### config.mk
export PLATFORM = sky130hd
export DESIGN_NAME = ptp_time_counter
export DESIGN_NICKNAME = d
export VERILOG_FILES = /design/src/rtl/ptp_tc_pkg.sv /design/src/rtl/ptp_tc_stepgen.sv /design/src/rtl/ptp_tc_wrap.sv /design/src/rtl/ptp_tc_cmd.sv /design/src/rtl/ptp_tc_snap.sv /design/src/rtl/ptp_time_counter.sv
export SDC_FILE = /design/constraint.sdc
export NUM_CORES = 1
export LEC_CHECK = 0
export BUFFER_PORTS_ARGS = -buffer_cell sky130_fd_sc_hd__buf_2
export CORE_MARGIN = 2
export CORE_UTILIZATION = 34
export CTS_CLUSTER_SIZE = 40
export DETAILED_ROUTE_END_ITERATION = 12
export GPL_TIMING_DRIVEN = 0
export SYNTH_ARGS = -nofsm -noshare
export SYNTH_HDL_FRONTEND = slang
export SYNTH_SLANG_ARGS = --single-unit
export TNS_END_PERCENT = 5
### constraint.sdc
create_clock -name clk -period 43.7 [get_ports clk]
set_input_delay 8.74 -clock clk [delete_from_list [all_inputs] [get_ports clk]]
set_output_delay 8.74 -clock clk [all_outputs]
set_load 0.1 [all_outputs]
### src/rtl/ptp_tc_pkg.sv
package ptp_tc_pkg;

  typedef enum logic {
    CMD_LOAD  = 1'b0,
    CMD_SHIFT = 1'b1
  } cmd_kind_e;

  localparam longint unsigned DEC_WRAP_LIMIT = 64'd999_999_999;
  localparam longint unsigned BIN_WRAP_LIMIT = 64'h7FFF_FFFF;

endpackage

### src/rtl/ptp_tc_stepgen.sv
module ptp_tc_stepgen #(
  parameter int INC_W = 8,
  parameter int ACC_W = 32
) (
  input  logic             clk,
  input  logic             rst_n,
  input  logic             fine,
  input  logic [INC_W-1:0] incr,
  input  logic [ACC_W-1:0] addend,
  output logic [INC_W-1:0] step
);
  localparam logic [ACC_W-1:0] HALF_SCALE = {1'b1, {(ACC_W-1){1'b0}}};

  logic [ACC_W-1:0] phase_q;
  logic [ACC_W:0]   phase_sum;
  logic             carry_hit;

  always_comb begin
    phase_sum = {1'b0, phase_q} + {1'b0, addend};
    carry_hit = fine && phase_sum[ACC_W];
    step      = (!fine || carry_hit) ? incr : '0;
  end

  always_ff @(posedge clk) begin
    if (!rst_n || !fine) phase_q <= '0;
    else                 phase_q <= phase_sum[ACC_W-1:0];
  end

  // An addend of at most half scale can never overflow on two edges in a row
  AST_NO_BACK_TO_BACK: assert property (@(posedge clk) disable iff (!rst_n)
    (fine && $past(fine) && $stable(addend) && addend <= HALF_SCALE && $past(carry_hit))
      |-> !carry_hit) else $error("back-to-back carry");

endmodule

### src/rtl/ptp_tc_wrap.sv
module ptp_tc_wrap #(
  parameter int SEC_W = 32,
  parameter int SUB_W = 32
) (
  input  logic [SEC_W-1:0] base_sec,
  input  logic [SUB_W-1:0] base_sub,
  input  logic [SEC_W-1:0] delta_sec,
  input  logic [SUB_W-1:0] delta_sub,
  input  logic             minus,
  input  logic [SUB_W-1:0] limit,
  output logic [SEC_W-1:0] res_sec,
  output logic [SUB_W-1:0] res_sub
);
  localparam int XW = SUB_W + 1;

  logic [XW-1:0] span;
  logic [XW-1:0] sum_x;
  logic [XW-1:0] dif_x;
  logic          over;
  logic          under;

  always_comb begin
    span  = {1'b0, limit} + XW'(1);
    sum_x = {1'b0, base_sub} + {1'b0, delta_sub};
    over  = sum_x > {1'b0, limit};
    under = base_sub < delta_sub;
    dif_x = {1'b0, base_sub} - {1'b0, delta_sub} + (under ? span : '0);
    if (minus) begin
      res_sub = dif_x[SUB_W-1:0];
      res_sec = base_sec - delta_sec - SEC_W'(under);
    end else begin
      res_sub = over ? SUB_W'(sum_x - span) : sum_x[SUB_W-1:0];
      res_sec = base_sec + delta_sec + SEC_W'(over);
    end
  end

endmodule

### src/rtl/ptp_tc_cmd.sv
module ptp_tc_cmd
  import ptp_tc_pkg::*;
#(
  parameter int SEC_W = 32,
  parameter int SUB_W = 32
) (
  input  logic             clk,
  input  logic             rst_n,
  input  logic             cmd_valid,
  output logic             cmd_ready,
  input  logic             cmd_kind,
  input  logic             cmd_neg,
  input  logic [SEC_W-1:0] cmd_sec,
  input  logic [SUB_W-1:0] cmd_sub,
  output logic             do_load,
  output logic             do_shift,
  output logic             hold_neg,
  output logic [SEC_W-1:0] hold_sec,
  output logic [SUB_W-1:0] hold_sub
);
  logic      pending_q;
  cmd_kind_e kind_q;
  logic      accept;

  assign cmd_ready = !pending_q;
  assign accept    = cmd_valid && cmd_ready;
  assign do_load   = pending_q && (kind_q == CMD_LOAD);
  assign do_shift  = pending_q && (kind_q == CMD_SHIFT);

  always_ff @(posedge clk) begin
    if (!rst_n) begin
      pending_q <= 1'b0;
      kind_q    <= CMD_LOAD;
      hold_neg  <= 1'b0;
      hold_sec  <= '0;
      hold_sub  <= '0;
    end else begin
      pending_q <= accept;
      if (accept) begin
        kind_q   <= cmd_kind_e'(cmd_kind);
        hold_neg <= cmd_neg;
        hold_sec <= cmd_sec;
        hold_sub <= cmd_sub;
      end
    end
  end

  AST_READY_DROPS: assert property (@(posedge clk) disable iff (!rst_n)
    (cmd_valid && cmd_ready) |=> !cmd_ready) else $error("ready stayed high");
  AST_APPLY_ONCE: assert property (@(posedge clk) disable iff (!rst_n)
    (do_load || do_shift) |=> !(do_load || do_shift)) else $error("command applied twice");

endmodule

### src/rtl/ptp_tc_snap.sv
module ptp_tc_snap #(
  parameter int SEC_W = 32,
  parameter int SUB_W = 32
) (
  input  logic             clk,
  input  logic             rst_n,
  input  logic             snap_req,
  input  logic [SEC_W-1:0] live_sec,
  input  logic [SUB_W-1:0] live_sub,
  output logic [SEC_W-1:0] snap_sec,
  output logic [SUB_W-1:0] snap_sub
);
  always_ff @(posedge clk) begin
    if (!rst_n) begin
      snap_sec <= '0;
      snap_sub <= '0;
    end else if (snap_req) begin
      snap_sec <= live_sec;
      snap_sub <= live_sub;
    end
  end

  AST_SNAP_HOLD: assert property (@(posedge clk) disable iff (!rst_n)
    !snap_req |=> ($stable(snap_sec) && $stable(snap_sub))) else $error("snapshot moved");

endmodule

### src/rtl/ptp_time_counter.sv
module ptp_time_counter
  import ptp_tc_pkg::*;
#(
  parameter int SEC_W = 32,
  parameter int SUB_W = 32,
  parameter int INC_W = 8,
  parameter int ACC_W = 32
) (
  input  logic             clk,
  input  logic             rst_n,
  input  logic             cfg_decimal,
  input  logic             cfg_fine,
  input  logic [INC_W-1:0] cfg_incr,
  input  logic [ACC_W-1:0] cfg_addend,
  input  logic             cmd_valid,
  output logic             cmd_ready,
  input  logic             cmd_kind,
  input  logic             cmd_neg,
  input  logic [SEC_W-1:0] cmd_sec,
  input  logic [SUB_W-1:0] cmd_sub,
  input  logic             snap_req,
  output logic [SEC_W-1:0] snap_sec,
  output logic [SUB_W-1:0] snap_sub,
  output logic [SEC_W-1:0] time_sec,
  output logic [SUB_W-1:0] time_sub
);
  localparam logic [SUB_W-1:0] LIM_DEC = SUB_W'(DEC_WRAP_LIMIT);
  localparam logic [SUB_W-1:0] LIM_BIN = SUB_W'(BIN_WRAP_LIMIT);

  logic [SUB_W-1:0] limit;
  logic [INC_W-1:0] step;
  logic [SEC_W-1:0] inc_sec, ofs_sec, nxt_sec, hold_sec;
  logic [SUB_W-1:0] inc_sub, ofs_sub, nxt_sub, hold_sub;
  logic             do_load, do_shift, hold_neg;

  assign limit = cfg_decimal ? LIM_DEC : LIM_BIN;

  ptp_tc_stepgen #(.INC_W(INC_W), .ACC_W(ACC_W)) u_step (
    .clk(clk), .rst_n(rst_n), .fine(cfg_fine),
    .incr(cfg_incr), .addend(cfg_addend), .step(step)
  );

  ptp_tc_cmd #(.SEC_W(SEC_W), .SUB_W(SUB_W)) u_cmd (
    .clk(clk), .rst_n(rst_n),
    .cmd_valid(cmd_valid), .cmd_ready(cmd_ready), .cmd_kind(cmd_kind),
    .cmd_neg(cmd_neg), .cmd_sec(cmd_sec), .cmd_sub(cmd_sub),
    .do_load(do_load), .do_shift(do_shift),
    .hold_neg(hold_neg), .hold_sec(hold_sec), .hold_sub(hold_sub)
  );

  // step of this edge
  ptp_tc_wrap #(.SEC_W(SEC_W), .SUB_W(SUB_W)) u_inc (
    .base_sec(time_sec), .base_sub(time_sub),
    .delta_sec('0), .delta_sub(SUB_W'(step)),
    .minus(1'b0), .limit(limit),
    .res_sec(inc_sec), .res_sub(inc_sub)
  );

  // signed offset on top of the stepped value
  ptp_tc_wrap #(.SEC_W(SEC_W), .SUB_W(SUB_W)) u_ofs (
    .base_sec(inc_sec), .base_sub(inc_sub),
    .delta_sec(hold_sec), .delta_sub(hold_sub),
    .minus(hold_neg), .limit(limit),
    .res_sec(ofs_sec), .res_sub(ofs_sub)
  );

  always_comb begin
    if (do_load) begin
      nxt_sec = hold_sec;
      nxt_sub = hold_sub;
    end else if (do_shift) begin
      nxt_sec = ofs_sec;
      nxt_sub = ofs_sub;
    end else begin
      nxt_sec = inc_sec;
      nxt_sub = inc_sub;
    end
  end

  always_ff @(posedge clk) begin
    if (!rst_n) begin
      time_sec <= '0;
      time_sub <= '0;
    end else begin
      time_sec <= nxt_sec;
      time_sub <= nxt_sub;
    end
  end

  ptp_tc_snap #(.SEC_W(SEC_W), .SUB_W(SUB_W)) u_snap (
    .clk(clk), .rst_n(rst_n), .snap_req(snap_req),
    .live_sec(time_sec), .live_sub(time_sub),
    .snap_sec(snap_sec), .snap_sub(snap_sub)
  );

  AST_SUB_IN_RANGE: assert property (@(posedge clk) disable iff (!rst_n)
    ($past(cmd_ready) && $stable(cfg_decimal) && $past(time_sub) <= limit)
      |-> time_sub <= limit) else $error("sub-seconds out of range");
  AST_SEC_STEP: assert property (@(posedge clk) disable iff (!rst_n)
    $past(cmd_ready) |-> (time_sec == $past(time_sec) ||
                          time_sec == $past(time_sec) + SEC_W'(1)))
    else $error("seconds jumped");

endmodule

=== Word level (Yosys, flattened, before mapping) ===
Index checks and enable logic that the tools add are counted.

* Output and inout bits: 129
* Bits of input ports: 112
* Flip-flop bits (word level): 227
* Logic and storage cells: 47

* Muxes and demuxes: 11
* Add/sub/neg operators: 13
* Bitwise gates (word level): 1
* Magnitude comparators: 3
* Reduce and logical (&&, ||, !) cells: 9

{| class="wikitable"
|+ Operators with widths
! operator !! count
|-
| $mux 32 || 9
|-
| $sub 32x32->32 || 4
|-
| $add 32x32->33 || 2
|-
| $gt 33x31->1 || 2
|-
| $add 32x1->32 || 2
|-
| $add 32x32->32 || 2
|-
| $add 32x8->33 || 1
|-
| $add 31x1->32 const B || 1
|-
| $lt 32x32->1 || 1
|-
| $sub 32x1->32 || 1
|-
| $mux 31 || 1
|-
| $mux 8 || 1
|-
| $logic_and 1x1->1 || 4
|-
| $logic_not 1->1 || 3
|-
| $logic_or 1x1->1 || 2
|-
| $not 1->1 || 1
|}

=== Logic depth before layout (Yosys ltp) ===
* Word-level depth: 13
* Depth in mapped cells: 68
* Mapped depth without buffers: 66

=== Cells and area by module ===
From an unflattened synthesis, not the netlist that was laid out.

* Cells, all modules: 4823
* Area total of the unflattened synthesis: 36964.2 um2

{| class="wikitable"
|+ By module, submodules not included
! module !! sequential area each (um2) !! instances !! area an instance (um2) !! cells each
|-
| ptp_tc_wrap at u_ofs || 0.0 || 1 || 12743.5 || 1847
|-
| ptp_tc_wrap at u_inc || 0.0 || 1 || 12662.1 || 1811
|-
| ptp_time_counter || 1281.2 || 1 || 3510.9 || 287
|-
| ptp_tc_stepgen || 640.6 || 1 || 2930.3 || 379
|-
| ptp_tc_cmd || 1341.3 || 1 || 2666.3 || 293
|-
| ptp_tc_snap || 1281.2 || 1 || 2451.1 || 206
|}

=== Worst setup path before layout ===
Ideal clock, no wire load.

* Kind: input to register
* From: in cfg_addend[0]
* To: reg time_sec[28]
* Stages on the path: 66
* Path slack: 21.645 ns
* Arrival time: 21.940 ns
* Buffers on the path: 4
* Setup time: 0.115 ns
* Data required time: 43.584 ns
* Cell sequence: ha_1 fa_1 a21o_1 a21oi_1 o21bai_1 a21oi_1 o21bai_1 a31oi_1 o211ai_1 nand4_1 o211ai_1 a31oi_1 o21ai_0 a211o_1 and3_1 ha_1 fa_1 a211oi_1 (+30 left out) a21oi_4 inv_2 buf_2 fa_1 fa_1 a21o_1 a21oi_1 o21bai_1 a211oi_1 nand3b_1 o2111ai_1 a41o_1 and3_1 o21ai_0 nor2_1 a311oi_1 o21ai_0 and3_1

* Word-level cells in the longest chain between the ends: 13
* Elaborated cells on any way between the ends: 19
* Classes of those cells: add/sub: 9; order compare: 3; mux: 5; reduce/logical: 2

{| class="wikitable"
|+ Ends and longest elaborated chain
! what !! line !! RTL
|-
| start, declared || ptp_time_counter.sv:14 || <nowiki>input logic [ACC_W-1:0] cfg_addend,</nowiki>
|-
| $add 32x32->33 * || ptp_tc_stepgen.sv:19 || <nowiki>phase_sum = {1'b0, phase_q} + {1'b0, addend};</nowiki>
|-
| $logic_and 1x1->1 * || ptp_tc_stepgen.sv:20 || <nowiki>carry_hit = fine && phase_sum[ACC_W];</nowiki>
|-
| $logic_or 1x1->1 * || ptp_tc_stepgen.sv:21 || <nowiki>step = (!fine || carry_hit) ? incr : '0;</nowiki>
|-
| $mux 8 * || ptp_tc_stepgen.sv:21 ||
|-
| $add 32x8->33 * || ptp_tc_wrap.sv:24 || <nowiki>sum_x = {1'b0, base_sub} + {1'b0, delta_sub};</nowiki>
|-
| $sub 32x32->32 / $gt 33x31->1 (equally long branches) || ptp_tc_wrap.sv:32, ptp_tc_wrap.sv:25 ||
|-
| $mux 32 || ptp_tc_wrap.sv:32 || <nowiki>res_sub = over ? SUB_W'(sum_x - span) : sum_x[SUB_W-1:0];</nowiki>
|-
| $add 32x32->33 || ptp_tc_wrap.sv:24 ||
|-
| $gt 33x31->1 || ptp_tc_wrap.sv:25 || <nowiki>over = sum_x > {1'b0, limit};</nowiki>
|-
| $add 32x1->32 || ptp_tc_wrap.sv:33 || <nowiki>res_sec = base_sec + delta_sec + SEC_W'(over);</nowiki>
|-
| $mux 32 || ptp_tc_wrap.sv:28 || <nowiki>if (minus) begin</nowiki>
|-
| $mux 32 * || ptp_time_counter.sv:71 || <nowiki>end else if (do_shift) begin</nowiki>
|-
| $mux 32 * || ptp_time_counter.sv:68 || <nowiki>if (do_load) begin</nowiki>
|-
| end signal, assigned || ptp_time_counter.sv:85 || <nowiki>time_sec <= nxt_sec;</nowiki>
|-
| end, declared || ptp_time_counter.sv:24 || <nowiki>output logic [SEC_W-1:0] time_sec,</nowiki>
|}

Mark *: on every way between the ends. The rest lies on a longest branch, timed or not.
A chain may end at the register's enable or synchronous reset.

=== Worst setup path after layout ===
Same ends and word-level chain as after synthesis.

==> impl_metrics.env <==
export IMPL_run_status="complete, no violations"
export IMPL_grt_antenna_before_repair=10
export IMPL_io_buffers=239
export IMPL_worstSetupEndpointType="register"
export IMPL_drv_slew=0
export IMPL_slowest_cell_on_the_critical_path="a2111oi_0"
export IMPL_die_area_um2=67300
export IMPL_irDropWorstVdd_uv=32.4
export IMPL_cts_htree_levels=1
export IMPL_cts_path_max_buffers=3
export IMPL_cp_data_arrival_time_ns=26.14
export IMPL_worst_path_largest_cell_delay_ns=0.81
export IMPL_yosysWarningCount=0
export IMPL_clock_buffer_count_from_cts=29
export IMPL_postCtsSetupRepairBufs=0
export IMPL_ys_dominant_reg_cell="dfxtp_1"
export IMPL_r2r_cells=66
export IMPL_worstPathRequired_ns=44.20
export IMPL_worst_setup_path_type="input pin to register"
export IMPL_min_to="u_snap.snap_sub[24]"
export IMPL_p_sw_share_pct=44.1
export IMPL_synth_seq_area_share_pct=20.5
export IMPL_p_sw_mw=0.426
export IMPL_final_nets=3575
export IMPL_starting_density_of_the_core_pct=34.4
export IMPL_maxSlewHeadroom_pct=10.1
export IMPL_clockPowerShare_pct=25.9
export IMPL_finalHoldViolations=0
export IMPL_insertion_delay_ns=0.61
export IMPL_fin_tns_setup_ns=0
export IMPL_finalInstanceArea_um2=25400
export IMPL_grt_pass1_vias=20900
export IMPL_r2r_slack_ns=26.02
export IMPL_syn_area_um2=22200
export IMPL_fp_dieW_um=259
export IMPL_grt_usage_pct=24.4
export IMPL_post_cts_hold_buffer_count=0
export IMPL_hold_path_class="register to register"
export IMPL_globalplace_congestion=0.971
export IMPL_clock_tree_from_tritoncts="yes"
export IMPL_cts_reportedPaths_clkPinSlew_ns=0.06
export IMPL_ant_nets=0
export IMPL_detailed_place_area_um2=24500
export IMPL_postSynthNetCount=3305
export IMPL_drive_gt1_share_pct=11.2
export IMPL_postCtsResizedCells=0
export IMPL_rsz0062_at_grt="false"
export IMPL_worst_r2r_endpoint="time_sec[28]"
export IMPL_power_internal_mw=0.540
export IMPL_grt_first_pass_wirelength_mm=127
export IMPL_die_y_um=259
export IMPL_finalSetupViolations=0
export IMPL_drt_first_iter_violations=1873
export IMPL_core_area_um2=64500
export IMPL_detail_route_drc_violations=0
export IMPL_num_rows=93
export IMPL_min_path_cells=2
export IMPL_synth_ff_latch_count=227
export IMPL_crit_fanout=10
export IMPL_finalCritPeriodShare_pct=58.7
export IMPL_finalHoldWorstSlack_ns=0.486
export IMPL_cts_root_buf="clkbuf_16"
export IMPL_fin_skew_ns=0.0286
export IMPL_wirelength_mm=84.3
export IMPL_seq_power_share_pct=24.3
export IMPL_number_of_distinct_standard_cells_referenced_by_the_synthesized_netlist=104
export IMPL_fin_crit_ns=25.64
export IMPL_grt_start_max_net_pins=31
export IMPL_vias=22300
export IMPL_syn_instance_count=2894
export IMPL_power_share_combinational_pct=49.8
export IMPL_average_cell_area_after_synthesis_um2=7.67
export IMPL_leakage_power_total_nw=11.7
export IMPL_vias_per_cell=5.52
export IMPL_io_pins=241
export IMPL_cts_sink_count=227
export IMPL_crit_path_start_kind="input pin"
export IMPL_holdCritStartpoint="u_snap.snap_sub[24]"
export IMPL_wl_per_cell_um=20.9
export IMPL_dp_hpwl_mm=67.0
export IMPL_number_of_synthesized_flops_with_an_enable_pin=0
export IMPL_power_density_nw_per_um2=38.0
export IMPL_drt_pre_antenna_iters=6
export IMPL_fmax_mhz=39.0
export IMPL_r2r_start="u_step.phase_q[0]"
export IMPL_async_flop_share_pct=0
export IMPL_area_growth_pct=14.6
export IMPL_tightest_slew_ns=1.35
export IMPL_max_cap_violations=0
export IMPL_global_route_overflow=0
[cell families after synthesis]
logic type,Yosys count,share of synthesized area [%]
AOI/OAI and AO/OA,768,22.8
xor gates and xnor gates,207,8.20
buffers and inverters,348,5.98
adders and majority gates,299,17.7
and+or+nand+nor,956,20.8
DFF,227,20.5
muxes,89,4.10
[worst max-delay path by stage]
stage	from	end	slack, ns	depth (start not counted)
2_1_floorplan	cfg_addend[0]	time_sec[28]	21.64	66
3_3_place_gp	cfg_addend[0]	time_sec[28]	17.71	67
3_5_place_dp	cfg_addend[0]	time_sec[28]	17.80	67
4_1_cts	cfg_addend[0]	time_sec[28]	18.34	67
5_1_grt	cfg_addend[0]	time_sec[28]	16.81	67
6_report	cfg_addend[0]	time_sec[28]	18.06	67
[layout by cell type (no fill, tap or decap), types with 23 or more instances in the layout]
cell type  synthesis  final
xor2_1            67     67
a21oi_1          241    241
nand2_1          275    275
a21o_1            62     62
ha_1             274    274
dfxtp_1          227    227
nand2b_1          44     44
inv_1            236    236
o21ai_0          126    126
and3_1            41     41
nor2_1           280    280
xnor2_1          139    139
a211oi_1          52     52
o21bai_1          25     25
nor3_1            58     58
clkbuf_16          0     29
o211ai_1          41     41
nor2b_1           29     29
buf_2             11    251
mux2i_1           74     74
nand3_1           70     70
fa_1              25     25
a31oi_1           23     23
clkbuf_1          79     84
nand4_1           28     28
[per-stage QoR]
stage | utilization, % | power (mW) | setup WS [ns] | std cells
after detailed placement | 37.9 | 0.707 | 17.80 | 3988
after global placement | 37.9 | 0.708 | 17.71 | 3988
final | 39.5 | 0.966 | 18.06 | 4041
after CTS | 39.5 | 0.963 | 18.34 | 4040
after floorplan | - | 0.595 | 21.64 | 2894
after global routing | 39.5 | 1.02 | 16.81 | 4040
[cell type report]
type	instances	area [µm²]
antenna	1	2.50
buffer	111	439
clock buffer	37	786
clock inverter	15	188
fill	6918	39000
inverter	237	890
multi-input combinational	2319	16300
sequential	227	4540
tap	855	1070
timing repair buffer	239	1200
[metal layers]
metal	GRT usage (%)	up-vias	share of wire (%)
met3	4.22	135	8.2
li1	-	10800	-
met4	6.98	12	3.3
met5	0	-	0.083
met2	38.7	810	43
met1	33.7	10500	45
[synth_stat cells (all sizes together) (26+ instances only)]
cell type  number  area (µm²)
and3           41         257
clkbuf         79         297
nand2b         45         289
a21oi         243        1230
o21bai         26         199
xnor2         140        1230
nand4          29         188
a21o           62         465
a211oi         54         423
o211ai         42         320
nor3           62         337
buf            32         141
o21ai         149         753
nand3          70         350
nand2         275        1030
nor2          280        1050
mux2i          74         741
inv           237         890
nor2b          29         181
dfxtp         227        4540
xor2           67         587
ha            274        3430
[power by group through the flow]
stage                     Combinational [mW]  Clock, mW  Sequential [mW]
final                                  0.481      0.250            0.235
after global placement                 0.469          0            0.239
after floorplan                        0.316          0            0.279
after global routing                   0.524      0.264            0.237
after CTS                              0.472      0.256            0.235
after detailed placement               0.468          0            0.239
[sequential cells by signal (all words and copies together), names as in the netlist]
register,flops
time_sec,32
time_sub,32
u_cmd.hold_sec,32
u_cmd.hold_sub,32
u_snap.snap_sec,32
u_snap.snap_sub,32
u_step.phase_q,32
u_cmd.hold_neg,1
u_cmd.kind_q,1
u_cmd.pending_q,1
[critical path, delay by kind of cell]
kind	cells	cell delay, ns
compound gates	32	8.59
mux	1	0.41
buf+inv	9	1.70
simple gates	14	2.85
fa+ha+maj	9	3.19
xor+xnor	2	0.63
No activity file was read; power rests on OpenSTA's default activity.
